<file path="config.mk">
export PLATFORM = sky130hd
export DESIGN_NAME = hb_gate_ctrl
export DESIGN_NICKNAME = d
export VERILOG_FILES = /design/src/rtl/hbg_pkg.sv /design/src/rtl/hbg_cmd_filter.sv /design/src/rtl/hbg_gap_timer.sv /design/src/rtl/hbg_seq.sv /design/src/rtl/hb_gate_ctrl.sv
export SDC_FILE = /design/constraint.sdc
export NUM_CORES = 1
export LEC_CHECK = 0
export CELL_PAD_IN_SITES_DETAIL_PLACEMENT = 0
export CELL_PAD_IN_SITES_GLOBAL_PLACEMENT = 1
export CORE_UTILIZATION = 26
export DETAILED_ROUTE_END_ITERATION = 8
export PLACE_DENSITY = 0.52
export SLEW_MARGIN = 10
export SYNTH_ARGS = -nofsm -noshare
export SYNTH_HDL_FRONTEND = slang
export SYNTH_HIERARCHICAL = 1
export SYNTH_SLANG_ARGS = --single-unit
</file>
<file path="constraint.sdc">
create_clock -name clk -period 4.66 [get_ports clk]
set_clock_uncertainty 0.15 [all_clocks]
set_input_delay 0.932 -clock clk [delete_from_list [all_inputs] [get_ports clk]]
set_output_delay 0.932 -clock clk [all_outputs]
set_load 0.02 [all_outputs]
</file>
<file path="src/rtl/hbg_pkg.sv">
// Shared types and helpers for the half-bridge gate sequencer.
// Assumes: nothing beyond IEEE 1800-2017 constant functions.
package hbg_pkg;

    // Sequencer states: which side is waiting or conducting.
    typedef enum logic [2:0] {
        ST_IDLE    = 3'd0,
        ST_HI_WAIT = 3'd1,
        ST_HI_ON   = 3'd2,
        ST_LO_WAIT = 3'd3,
        ST_LO_ON   = 3'd4
    } hbg_state_e;

    // Larger of two counts, used to size the shared timer width.
    function automatic int unsigned hbg_max(input int unsigned a, input int unsigned b);
        return (a > b) ? a : b;
    endfunction

endpackage

</file>
<file path="src/rtl/hbg_cmd_filter.sv">
// Request conditioner for one side: two-flop synchroniser followed by a
// level filter that accepts a new level after FILT_CYC agreeing samples.
// Assumes: raw_in is asynchronous; FILT_CYC >= 1; CW holds FILT_CYC.
module hbg_cmd_filter #(
    parameter int FILT_CYC = 7,
    parameter int CW       = 8
) (
    input  logic clk,
    input  logic rst_n,
    input  logic raw_in,
    output logic filt_out
);
    localparam logic [CW-1:0] FILT_LIM = CW'(FILT_CYC - 1);

    logic [1:0]    sync_q;
    logic          filt_q;
    logic [CW-1:0] agree_q;

    // Bring the raw request into the clock domain.
    always_ff @(posedge clk) begin
        if (!rst_n) sync_q <= 2'b00;
        else        sync_q <= {sync_q[0], raw_in};
    end

    // Count consecutive samples that differ from the accepted level.
    always_ff @(posedge clk) begin
        if (!rst_n) begin
            filt_q  <= 1'b0;
            agree_q <= '0;
        end else if (sync_q[1] != filt_q) begin
            if (agree_q >= FILT_LIM) begin
                filt_q  <= sync_q[1];
                agree_q <= '0;
            end else begin
                agree_q <= agree_q + 1'b1;
            end
        end else begin
            agree_q <= '0;
        end
    end

    assign filt_out = filt_q;

    AST_FILT_HOLD: assert property (@(posedge clk) disable iff (!rst_n)
        (sync_q[1] == filt_q) |=> $stable(filt_q));

endmodule

</file>
<file path="src/rtl/hbg_gap_timer.sv">
// Saturating count of cycles since a gate was last on; used for the
// minimum off time of the same gate and the dead time of the opposite one.
// Assumes: reset starts saturated so the first turn-on is not held back.
module hbg_gap_timer #(
    parameter int CW = 8
) (
    input  logic          clk,
    input  logic          rst_n,
    input  logic          gate_in,
    output logic [CW-1:0] since_off
);
    logic [CW-1:0] cnt_q;

    // Clear while the gate conducts, count up (saturating) while it is off.
    always_ff @(posedge clk) begin
        if (!rst_n)             cnt_q <= '1;
        else if (gate_in)       cnt_q <= '0;
        else if (cnt_q != '1)   cnt_q <= cnt_q + 1'b1;
    end

    assign since_off = cnt_q;

endmodule

</file>
<file path="src/rtl/hbg_seq.sv">
// Gate sequencer: chooses one side at a time, applies the mode-dependent
// turn-on delay, turn-off delay, minimum on time, minimum off time and
// dead time, and obeys a synchronous shutdown.
// Assumes: all *_CYC >= 1; CW is wide enough that all-ones exceeds every limit.
module hbg_seq
    import hbg_pkg::*;
#(
    parameter int TON_BI_CYC  = 32,
    parameter int TON_TRI_CYC = 10,
    parameter int TOFF_CYC    = 10,
    parameter int MIN_ON_CYC  = 4,
    parameter int MIN_OFF_CYC = 23,
    parameter int DEAD_CYC    = 45,
    parameter int CW          = 8
) (
    input  logic          clk,
    input  logic          rst_n,
    input  logic          f_hi,
    input  logic          f_lo,
    input  logic          mode_tri,
    input  logic          shutdown,
    input  logic [CW-1:0] hi_off_cnt,
    input  logic [CW-1:0] lo_off_cnt,
    output logic          gate_hi,
    output logic          gate_lo
);
    localparam logic [CW-1:0] TBI_LIM  = CW'(TON_BI_CYC - 1);
    localparam logic [CW-1:0] TTRI_LIM = CW'(TON_TRI_CYC - 1);
    localparam logic [CW-1:0] TOFF_LIM = CW'(TOFF_CYC - 1);
    localparam logic [CW-1:0] MON_LIM  = CW'(MIN_ON_CYC - 1);
    localparam logic [CW-1:0] MOFF_LIM = CW'(MIN_OFF_CYC - 1);
    localparam logic [CW-1:0] DEAD_LIM = CW'(DEAD_CYC - 1);

    hbg_state_e    state_q, state_d;
    logic [CW-1:0] tmr_q, tmr_d;
    logic [CW-1:0] offd_q, offd_d;
    logic          gate_hi_q, gate_lo_q;
    logic          req_hi, req_lo;
    logic [CW-1:0] ton_lim;
    logic          hi_may_on, lo_may_on;
    logic          hi_release, lo_release;

    // Saturating increment shared by the state timers.
    function automatic logic [CW-1:0] sat_inc(input logic [CW-1:0] v);
        return (v == '1) ? v : v + 1'b1;
    endfunction

    // Conflicting requests cancel each other.
    assign req_hi = f_hi & ~f_lo;
    assign req_lo = f_lo & ~f_hi;

    // Turn-on delay chosen by the mode input.
    assign ton_lim = mode_tri ? TTRI_LIM : TBI_LIM;

    // Turn-on guards: delay done, own off time done, opposite dead time done.
    assign hi_may_on = (tmr_q >= ton_lim) && (hi_off_cnt >= MOFF_LIM) && (lo_off_cnt >= DEAD_LIM);
    assign lo_may_on = (tmr_q >= ton_lim) && (lo_off_cnt >= MOFF_LIM) && (hi_off_cnt >= DEAD_LIM);

    // Turn-off guards: request gone long enough and minimum on time done.
    assign hi_release = !req_hi && (offd_q >= TOFF_LIM) && (tmr_q >= MON_LIM);
    assign lo_release = !req_lo && (offd_q >= TOFF_LIM) && (tmr_q >= MON_LIM);

    // Next state and timer values.
    always_comb begin
        state_d = state_q;
        tmr_d   = sat_inc(tmr_q);
        offd_d  = offd_q;
        if (shutdown) begin
            state_d = ST_IDLE;
            tmr_d   = '0;
            offd_d  = '0;
        end else begin
            case (state_q)
                ST_IDLE: begin
                    tmr_d  = '0;
                    offd_d = '0;
                    if (req_hi)      state_d = ST_HI_WAIT;
                    else if (req_lo) state_d = ST_LO_WAIT;
                end
                ST_HI_WAIT: begin
                    if (!req_hi) begin
                        state_d = ST_IDLE;
                        tmr_d   = '0;
                    end else if (hi_may_on) begin
                        state_d = ST_HI_ON;
                        tmr_d   = '0;
                        offd_d  = '0;
                    end
                end
                ST_HI_ON: begin
                    if (hi_release) begin
                        state_d = ST_IDLE;
                        tmr_d   = '0;
                        offd_d  = '0;
                    end else if (!req_hi) begin
                        offd_d = sat_inc(offd_q);
                    end else begin
                        offd_d = '0;
                    end
                end
                ST_LO_WAIT: begin
                    if (!req_lo) begin
                        state_d = ST_IDLE;
                        tmr_d   = '0;
                    end else if (lo_may_on) begin
                        state_d = ST_LO_ON;
                        tmr_d   = '0;
                        offd_d  = '0;
                    end
                end
                ST_LO_ON: begin
                    if (lo_release) begin
                        state_d = ST_IDLE;
                        tmr_d   = '0;
                        offd_d  = '0;
                    end else if (!req_lo) begin
                        offd_d = sat_inc(offd_q);
                    end else begin
                        offd_d = '0;
                    end
                end
                default: begin
                    state_d = ST_IDLE;
                    tmr_d   = '0;
                    offd_d  = '0;
                end
            endcase
        end
    end

    // State, timers and glitch-free registered gate enables.
    always_ff @(posedge clk) begin
        if (!rst_n) begin
            state_q   <= ST_IDLE;
            tmr_q     <= '0;
            offd_q    <= '0;
            gate_hi_q <= 1'b0;
            gate_lo_q <= 1'b0;
        end else begin
            state_q   <= state_d;
            tmr_q     <= tmr_d;
            offd_q    <= offd_d;
            gate_hi_q <= (state_d == ST_HI_ON);
            gate_lo_q <= (state_d == ST_LO_ON);
        end
    end

    assign gate_hi = gate_hi_q;
    assign gate_lo = gate_lo_q;

    AST_SHDN_OFF: assert property (@(posedge clk) disable iff (!rst_n)
        shutdown |=> (!gate_hi_q && !gate_lo_q));

    generate
        if (MIN_ON_CYC >= 2) begin : g_min_on_chk
            AST_MIN_ON_HI: assert property (@(posedge clk) disable iff (!rst_n)
                ($rose(gate_hi_q) && !shutdown) |=> gate_hi_q);
            AST_MIN_ON_LO: assert property (@(posedge clk) disable iff (!rst_n)
                ($rose(gate_lo_q) && !shutdown) |=> gate_lo_q);
        end
    endgenerate

endmodule

</file>
<file path="src/rtl/hb_gate_ctrl.sv">
// Half-bridge gate sequencer top: conditions both requests, tracks the
// off time of each gate and sequences the two gate enables.
// Assumes: shutdown is synchronous to clk; requests may be asynchronous.
module hb_gate_ctrl
    import hbg_pkg::*;
#(
    parameter int FILT_CYC    = 7,
    parameter int TON_BI_CYC  = 32,
    parameter int TON_TRI_CYC = 10,
    parameter int TOFF_CYC    = 10,
    parameter int MIN_ON_CYC  = 4,
    parameter int MIN_OFF_CYC = 23,
    parameter int DEAD_CYC    = 45
) (
    input  logic clk,
    input  logic rst_n,
    input  logic cmd_hi_in,
    input  logic cmd_lo_in,
    input  logic mode_tri,
    input  logic shutdown,
    output logic gate_hi,
    output logic gate_lo
);
    localparam int unsigned MAX_CYC = hbg_max(hbg_max(hbg_max(FILT_CYC, TON_BI_CYC),
                                                      hbg_max(TON_TRI_CYC, TOFF_CYC)),
                                              hbg_max(hbg_max(MIN_ON_CYC, MIN_OFF_CYC),
                                                      DEAD_CYC));
    localparam int CW    = $clog2(MAX_CYC + 1) + 1;
    localparam int SIDES = 2;

    logic [SIDES-1:0] raw_vec;
    logic [SIDES-1:0] filt_vec;
    logic [SIDES-1:0] gate_vec;
    logic [CW-1:0]    since_off [SIDES];

    assign raw_vec  = {cmd_lo_in, cmd_hi_in};
    assign gate_vec = {gate_lo, gate_hi};

    // One conditioner and one off-time tracker per side (0 = high, 1 = low).
    generate
        for (genvar s = 0; s < SIDES; s++) begin : g_side
            hbg_cmd_filter #(.FILT_CYC(FILT_CYC), .CW(CW)) u_filt (
                .clk      (clk),
                .rst_n    (rst_n),
                .raw_in   (raw_vec[s]),
                .filt_out (filt_vec[s])
            );
            hbg_gap_timer #(.CW(CW)) u_gap (
                .clk       (clk),
                .rst_n     (rst_n),
                .gate_in   (gate_vec[s]),
                .since_off (since_off[s])
            );
        end
    endgenerate

    hbg_seq #(
        .TON_BI_CYC  (TON_BI_CYC),
        .TON_TRI_CYC (TON_TRI_CYC),
        .TOFF_CYC    (TOFF_CYC),
        .MIN_ON_CYC  (MIN_ON_CYC),
        .MIN_OFF_CYC (MIN_OFF_CYC),
        .DEAD_CYC    (DEAD_CYC),
        .CW          (CW)
    ) u_seq (
        .clk        (clk),
        .rst_n      (rst_n),
        .f_hi       (filt_vec[0]),
        .f_lo       (filt_vec[1]),
        .mode_tri   (mode_tri),
        .shutdown   (shutdown),
        .hi_off_cnt (since_off[0]),
        .lo_off_cnt (since_off[1]),
        .gate_hi    (gate_hi),
        .gate_lo    (gate_lo)
    );

    AST_NO_OVERLAP: assert property (@(posedge clk) disable iff (!rst_n)
        !(gate_hi && gate_lo));
    AST_DEAD_GAP_LO: assert property (@(posedge clk) disable iff (!rst_n)
        $rose(gate_lo) |-> !$past(gate_hi));
    AST_DEAD_GAP_HI: assert property (@(posedge clk) disable iff (!rst_n)
        $rose(gate_hi) |-> !$past(gate_lo));

endmodule

</file>
**Yosys cells after proc, flatten, opt, wreduce, memory -nomap -nowiden**

Index checks and enable logic that the tools add are counted.

- Flip-flop bits (word level): 53
- Input port bits: 6
- Output and inout port bits: 2
- Logic and storage cells: 103

- $add $sub $neg: 6
- $lt $le $gt $ge: 9
- Eq/ne operators: 16
- Muxes and demuxes: 33
- Bitwise operators: 7
- Reductions and logical operators: 19

Operators by type and width:

| operator | number |
|---|---|
| $mux 7 | 20 |
| $pmux 7 s4 | 2 |
| $add 7x1->7 const B | 6 |
| $mux 3 | 9 |
| $pmux 3 s5 | 1 |
| $eq 7x7->1 const B | 2 |
| $ge 7x3->1 const B | 2 |
| $ge 7x5->1 const B | 2 |
| $ge 7x6->1 const B | 2 |
| $ne 7x7->1 const B | 2 |
| $eq 3x2->1 const B | 3 |
| $logic_and 1x1->1 | 8 |
| $ne 2x1->1 const B | 4 |
| $ge 7x2->1 const B | 1 |
| $ge 7x4->1 const B | 1 |
| $ge 7x7->1 | 1 |
| $eq 3x3->1 const B | 2 |
| $reduce_or 3->1 | 2 |
| $mux 5 | 1 |
| $not 1->1 | 5 |
| $reduce_and 2->1 | 2 |
| $reduce_and 4->1 | 1 |
| $reduce_bool 2->1 | 2 |
| $eq 3x1->1 const B | 1 |
| other kinds (5) | 8 |

**Logic depth before layout (Yosys ltp)**

Gate-level depths: netlist of run 1.

- Depth in word-level cells: 9
- Gate-level depth with buffers: 7
- Gate-level depth less buffers: 7

**Modules after synthesis**

The synthesis of run 1 kept the hierarchy.

Modules (own cells, without submodules):

| module | instances | cells an instance | area an instance (um^2) | seq. area each (um^2) |
|---|---|---|---|---|
| hbg_seq | 1 | 149 | 1,297.5 | 380.4 |
| hbg_gap_timer | 2 | 38 | 339.1 | 140.1 |
| hbg_cmd_filter | 2 | 27 | 325.3 | 200.2 |

**Worst setup path after synthesis of run 1**

OpenSTA, ideal clock, no wires.

- Path kind: in2reg
- Start point: in mode_tri
- End point: reg u_seq.tmr_q[2]
- Setup time: 0.134 ns
- Arrival time: 2.277 ns
- Data required time: 4.376 ns
- Path slack: 2.099 ns
- Stages: 6
- Path buffers: 0
- Cell sequence: ha_1 o211ai_1 o21ai_2 a31oi_2 o41ai_4 nor3_2

- Cells in the longest elaborated chain, start to end: 7
- Elaborated cells on any way between the ends: 11
- Classes of those cells: 1 x order compare; 6 x mux; 4 x reduce/logical

Ends and longest elaborated chain:

| item | RTL line | RTL |
|---|---|---|
| start: declaration | hb_gate_ctrl.sv:19 | `input logic mode_tri,` |
| $mux 5 * | hbg_seq.sv:53 | `assign ton_lim = mode_tri ? TTRI_LIM : TBI_LIM;` |
| $ge 7x7->1 * | hbg_seq.sv:56, hbg_seq.sv:57 |  |
| $logic_and 1x1->1 (on tied branches) (2 in a row) | hbg_seq.sv:57, hbg_seq.sv:56 |  |
| $mux 7 (on tied branches) | hbg_seq.sv:105, hbg_seq.sv:84 |  |
| $mux 7 (on tied branches) | hbg_seq.sv:102, hbg_seq.sv:81 |  |
| $pmux 7 s4 * | hbg_seq.sv:73 | `case (state_q)` |
| end signal: assignment | hbg_seq.sv:141 | `tmr_q <= tmr_d;` |
| end: declaration | hbg_seq.sv:35 | `logic [CW-1:0] tmr_q, tmr_d;` |

Mark *: on every way between the ends. The rest lies on a longest branch, timed or not.
A chain may end at the register's enable or synchronous reset.

**Worst setup path after layout of run 1**

Same ends and word-level chain as after synthesis.

==> results.sh, run 1 <==
export IMPL_ff2ff_setup_slack_ps=2400
export IMPL_netlist_area_mm2=0.00263
export IMPL_min_period_ps=2910
export IMPL_leakage_nw=1.12
export IMPL_tns_ps=0
export IMPL_setup_viol=0
export IMPL_antenna_cells=0
export IMPL_drive_gt1_share_pct=9.76
export IMPL_grt_max_degree=27
export IMPL_synth_edf_count=0
export IMPL_power_density_mw_per_mm2=313
export IMPL_max_cap_viol_count=0
export IMPL_grt_pass1_wl_um=9200
export IMPL_critPathMaxFanout=7
export IMPL_die_x_um=103
export IMPL_syn_area_per_cell_um2=9.41
export IMPL_final_max_slew_viol_count=0
export IMPL_switching_share_pct=29.4
export IMPL_cts_setup_buffers=0
export IMPL_hold_path_class="register to register"
export IMPL_core_area_mm2=0.00977
export IMPL_fin_nets=314
export IMPL_grt_pass1_vias=1864
export IMPL_status="completed"
export IMPL_cts_clk_slew_worst_paths_ps=100
export IMPL_fmaxAchievable_mhz=344
export IMPL_die_height_um=103
export IMPL_num_vias=2040
export IMPL_rows=36
export IMPL_netlist_instances=279
export IMPL_worstSkewPairLatency_ps=310
export IMPL_synth_flop_cell="dfxtp_1"
export IMPL_yosys_register_bits=53
export IMPL_synth_cell_types=55
export IMPL_peakVddDrop_uv=163
export IMPL_hold_viol=0
export IMPL_wl_per_cell_um=12.7
export IMPL_power_w=0.000919
export IMPL_initialDrtViolationCount=73
export IMPL_period_share_pct=62.5
export IMPL_grt_overflow_total=0
export IMPL_portBuffers=7
export IMPL_yosysWarnings=6
export IMPL_rsz0062_at_grt="no"
export IMPL_hpwlAfterDp_um=3860
export IMPL_seqPwrFrac_pct=55.8
export IMPL_hold_slack_ps=293
export IMPL_final_cell_mix="dfxtp_1 (53), nor2_1 (24), nand2_1 (21)"
export IMPL_ctsHtreeMaxLevel=2
export IMPL_ioPinCount=8
export IMPL_fillers=1041
export IMPL_firstDrtPassIters=4
export IMPL_grtUsageTotal_pct=11.2
export IMPL_internal_power_w=0.000649
export IMPL_die_area_mm2=0.0105
export IMPL_cts_buffers=5
export IMPL_worst_slack_ps=1750
export IMPL_place_gp_congestion=0.733
export IMPL_antenna_found_initial=0
export IMPL_cts_tree="yes"
export IMPL_vias_per_cell=4.74
export IMPL_crit_arrival_ps=2950
export IMPL_finalWirelength_um=5470
export IMPL_crit_type="input port to register"
export IMPL_switching_power_w=0.000270
export IMPL_start_util_pct=26.9
export IMPL_area_growth_pct=11.9
export IMPL_crit_path_start_kind="input port"
export IMPL_final_common_cell="dfxtp_1"
export IMPL_clock_tree_root_cell="clkbuf_8"
export IMPL_ctsHoldBuffers=0
export IMPL_ctsResizeCount=0
export IMPL_drcViolationCount=0
export IMPL_post_place_ws_ps=1400
export IMPL_worstPathRequired_ps=4700
export IMPL_endpoint_kind="register"
export IMPL_pwr_share_comb_pct=14.9
export IMPL_antenna_left=0
export IMPL_yosysSeqAreaShare_pct=40.4
export IMPL_cts_sinks=53
export IMPL_p_clk_share_pct=29.3
export IMPL_async_reset_ff_share_pct=0
export IMPL_clockBufferDepth=2
-- cell families after synthesis --
group | share of synthesized area [%]
multiplexers | 0.762
other | 0.286
buffers and inverters | 2.43
XOR/XNOR | 2.33
flip-flops | 40.4
AND/OR/NAND/NOR | 26.1
AO/OA/AOI/OAI | 22.0
adder cells (fa/ha/maj) | 5.72
-- final cells by class --
| type | count | area (um^2) | share of cell area, % |
|---|---|---|---|
| Timing Repair Buffer | 8 | 77.6 | 2.64 |
| Clock buffer | 6 | 72.6 | 2.47 |
| Inverter | 6 | 22.5 | 0.767 |
| Multi-Input combinational cell | 222 | 1520 | 51.9 |
| Tap cell | 133 | 166 | 5.66 |
| Sequential cell | 53 | 1060 | 36.1 |
| Clock inverter | 2 | 13.8 | 0.468 |
-- routing by layer --
layer | vias to the layer above | GRT usage, % | wire [um]
met5 | - | 0 | 0
met4 | 0 | 3.30 | 31
met3 | 2 | 2.03 | 160
met2 | 25 | 17.8 | 2420
met1 | 935 | 15.4 | 2860
li1 | 1078 | - | -
-- critical path, cell delays in order --
cell and delay, ps:
clkdlybuf4s50_1 460, ha_1 300, o211ai_1 100, o21ai_2 300
a31oi_2 210, o41ai_4 560, nor3_2 90
-- per-stage QoR --
stage          cell area (um^2)  util [%]  std cells
6_report                   2940      30.1        430
3_3_place_gp               2850      29.2        422
3_5_place_dp               2850      29.2        422
2_1_floorplan              2650         -        285
5_1_grt                    2940      30.1        430
4_1_cts                    2940      30.1        430
-- worst paths after layout --
check | from | to | cells after the start
min reg2reg | g_side[0].u_filt/sync_q[0]$_SDFF_PN0_ | g_side[0].u_filt/sync_q[1]$_SDFF_PN0_ | 1
max reg2reg | u_seq/tmr_q[0]$_SDFF_PP0_ | u_seq/tmr_q[2]$_SDFF_PP0_ | 6
min | g_side[0].u_filt/sync_q[0]$_SDFF_PN0_ | g_side[0].u_filt/sync_q[1]$_SDFF_PN0_ | 1
max | mode_tri | u_seq/tmr_q[2]$_SDFF_PP0_ | 7
-- flip-flops by register name, indices dropped and copies added, names as in the netlist --
register and flops:
u_seq/gate_lo 1, u_seq/gate_hi 1, g_side.u_filt/agree_q 14, g_side.u_filt/sync_q 4
u_seq/tmr_q 7, u_seq/state_q 3, u_seq/offd_q 7, g_side.u_gap/since_off 14
g_side.u_filt/filt_out 2
-- Yosys cell counts (2+ instances only) --
library cell | count | area share, %
a211oi_1 | 7 | 2.0
a21boi_1 | 2 | 0.57
a21oi_1 | 12 | 2.3
a31oi_1 | 10 | 2.4
a41o_1 | 3 | 1.1
and2_1 | 5 | 1.2
and3_1 | 13 | 3.1
buf_6 | 3 | 1.3
conb_1 | 2 | 0.29
dfxtp_1 | 53 | 40
ha_1 | 12 | 5.7
inv_1 | 6 | 0.86
mux2i_1 | 2 | 0.76
nand2_1 | 21 | 3.0
nand3_1 | 18 | 3.4
nand4_1 | 8 | 1.9
nand4b_1 | 4 | 1.3
nor2_1 | 24 | 3.4
nor2b_1 | 7 | 1.7
nor3_1 | 6 | 1.1
nor3b_1 | 2 | 0.57
nor4_4 | 2 | 1.6
o211ai_1 | 2 | 0.57
o21ai_0 | 8 | 1.5
o21ba_2 | 2 | 0.76
o221a_2 | 2 | 0.86
o31ai_1 | 8 | 2.3
o31ai_2 | 2 | 0.95
or2b_2 | 2 | 0.67
xnor2_1 | 5 | 1.7
xor2_1 | 2 | 0.67
-- power groups by stage --
stage	clock network (W)	logic [W]	registers, W
2_1_floorplan	0	0.000122	0.000514
3_3_place_gp	0	0.000137	0.000524
3_5_place_dp	0	0.000137	0.000523
4_1_cts	0.000286	0.000137	0.000513
5_1_grt	0.000301	0.000158	0.000519
6_report	0.000269	0.000137	0.000513
Note: power is estimated with default switching activity, not from simulation.
==> run 2: changes to the inputs <==
- clock period: 4.66 -> 3 ns (I/O delays scaled with it)
==> run 2 against run 1 <==
Hold slack barely moved. Largest power group unchanged. Total power rose by 68%. Routed wire length fell by 1.4%. Register-to-register slack got worse by 1600 ps. Utilization rose by 0.46 points. Largest cell class unchanged. Die area did not move. Critical path depth rose by 1. Sequential share of layout area fell by 0.55 points. Critical endpoint unchanged. First-iteration DRC count rose by 22%.
==> results.sh, run 2 (synthesis gave the netlist of run 1 again) <==
export IMPL_status="completed"
export IMPL_endpoint_kind="register"
export IMPL_die_height_um=103
export IMPL_peakVddDrop_uv=283
export IMPL_clockBufferDepth=2
export IMPL_cts_tree="yes"
export IMPL_hold_viol=0
export IMPL_final_common_cell="dfxtp_1"
export IMPL_regArea_mm2=0.00106
export IMPL_final_cell_mix="dfxtp_1 (53), nor2_1 (24), nand2_1 (21)"
export IMPL_start_util_pct=26.9
export IMPL_cts_setup_buffers=0
export IMPL_die_area_mm2=0.0105
export IMPL_clock_tree_root_cell="clkbuf_8"
export IMPL_worstSkewPairLatency_ps=310
export IMPL_multi_input_area_mm2=0.00152
export IMPL_hold_slack_ps=293
export IMPL_r2r_end="u_seq/tmr_q[2]$_SDFF_PP0_"
export IMPL_grtUsageTotal_pct=11.6
export IMPL_period_share_pct=84.0
export IMPL_drcViolationCount=0
export IMPL_place_gp_congestion=0.720
export IMPL_firstDrtPassIters=4
export IMPL_antenna_cells=0
export IMPL_ctsHoldBuffers=0
export IMPL_crit_path_start_kind="input port"
export IMPL_ctsResizeCount=0
export IMPL_vias_per_cell=4.77
export IMPL_area_growth_pct=13.6
export IMPL_grt_overflow_total=0
export IMPL_power_w=0.00154
export IMPL_hpwlAfterDp_um=3880
export IMPL_fillers=1056
export IMPL_min_period_ps=2520
export IMPL_power_density_mw_per_mm2=517
export IMPL_rows=36
export IMPL_ff2ff_setup_slack_ps=760
export IMPL_crit_arrival_ps=2620
export IMPL_antenna_found_initial=0
export IMPL_finalWirelength_um=5390
export IMPL_ctsHtreeMaxLevel=2
export IMPL_hold_path_class="register to register"
export IMPL_tns_ps=0
export IMPL_leakage_nw=1.14
export IMPL_worstPathRequired_ps=3100
export IMPL_fin_nets=315
export IMPL_grt_max_degree=25
export IMPL_grt_pass1_wl_um=9490
export IMPL_drive_gt1_share_pct=10.4
export IMPL_rsz0062_at_grt="no"
export IMPL_core_area_mm2=0.00977
export IMPL_grt_pass1_vias=1938
export IMPL_rr_startpoint="u_seq/offd_q[1]$_SDFFE_PP0P_"
export IMPL_num_vias=2057
export IMPL_crit_start="mode_tri"
export IMPL_crit_type="input port to register"
export IMPL_cts_buffers=5
export IMPL_fmaxAchievable_mhz=397
export IMPL_reg2regPathDepth=8
export IMPL_final_max_slew_viol_count=0
export IMPL_initialDrtViolationCount=89
export IMPL_crit_end="u_seq/tmr_q[2]$_SDFF_PP0_"
export IMPL_cts_clk_slew_worst_paths_ps=100
export IMPL_portBuffers=7
export IMPL_cts_sinks=53
export IMPL_ioPinCount=8
export IMPL_critPathMaxFanout=7
export IMPL_wl_per_cell_um=12.5
export IMPL_die_x_um=103
export IMPL_setup_viol=0
export IMPL_max_cap_viol_count=0
export IMPL_antenna_left=0
## run 2: layer usage
layer | global-route usage, % | share of wire, %
met1 | 16.3 | 52
met2 | 17.4 | 44
met3 | 2.24 | 2.1
met4 | 4.29 | 1.5
met5 | 0 | 0
## run 2: where the power goes
group	leakage [nW]	internal, W	switching [W]
sequential	0.433	0.000742	0.0000547
clock	0.0633	0.000278	0.000255
combinational	0.647	0.0000987	0.000114
## run 2: worst min path at each step
stage	start	to	slack, ps	cells past startpoint
detailed placement	g_side[0].u_filt/sync_q[0]$_SDFF_PN0_	g_side[0].u_filt/sync_q[1]$_SDFF_PN0_	270	1
floorplan	g_side[0].u_filt/sync_q[0]$_SDFF_PN0_	g_side[0].u_filt/sync_q[1]$_SDFF_PN0_	260	1
CTS	g_side[0].u_filt/sync_q[0]$_SDFF_PN0_	g_side[0].u_filt/sync_q[1]$_SDFF_PN0_	300	1
global placement	g_side[0].u_filt/sync_q[0]$_SDFF_PN0_	g_side[0].u_filt/sync_q[1]$_SDFF_PN0_	270	1
global route	g_side[0].u_filt/sync_q[0]$_SDFF_PN0_	g_side[0].u_filt/sync_q[1]$_SDFF_PN0_	320	1
finish	g_side[0].u_filt/sync_q[0]$_SDFF_PN0_	g_side[0].u_filt/sync_q[1]$_SDFF_PN0_	290	1
## run 2: through the flow
step / cell area (um^2) / std cells / worst slack [ps] / util [%]
after floorplan: 2650 / 285 / 771 / -
after global placement: 2860 / 423 / 185 / 29.2
after detailed placement: 2860 / 423 / 152 / 29.2
after CTS: 2980 / 431 / 481 / 30.5
after global routing: 2980 / 431 / 301 / 30.5
final: 2980 / 431 / 481 / 30.5
## run 2: cell type report
cell class	count	area share [%]
Sequential cell	53	35.6
Clock buffer	6	2.77
Tap cell	133	5.58
Timing Repair Buffer	9	2.85
Clock inverter	2	1.38
Inverter	6	0.755
Multi-Input combinational cell	222	51.1
## run 2: critical path, stage by stage
cell	delay, ps
clkdlybuf4s50_1	460
ha_1	310
a211oi_1	290
o21ai_2	150
a31oi_1	350
o41ai_4	110
buf_4	180
nor3_2	160
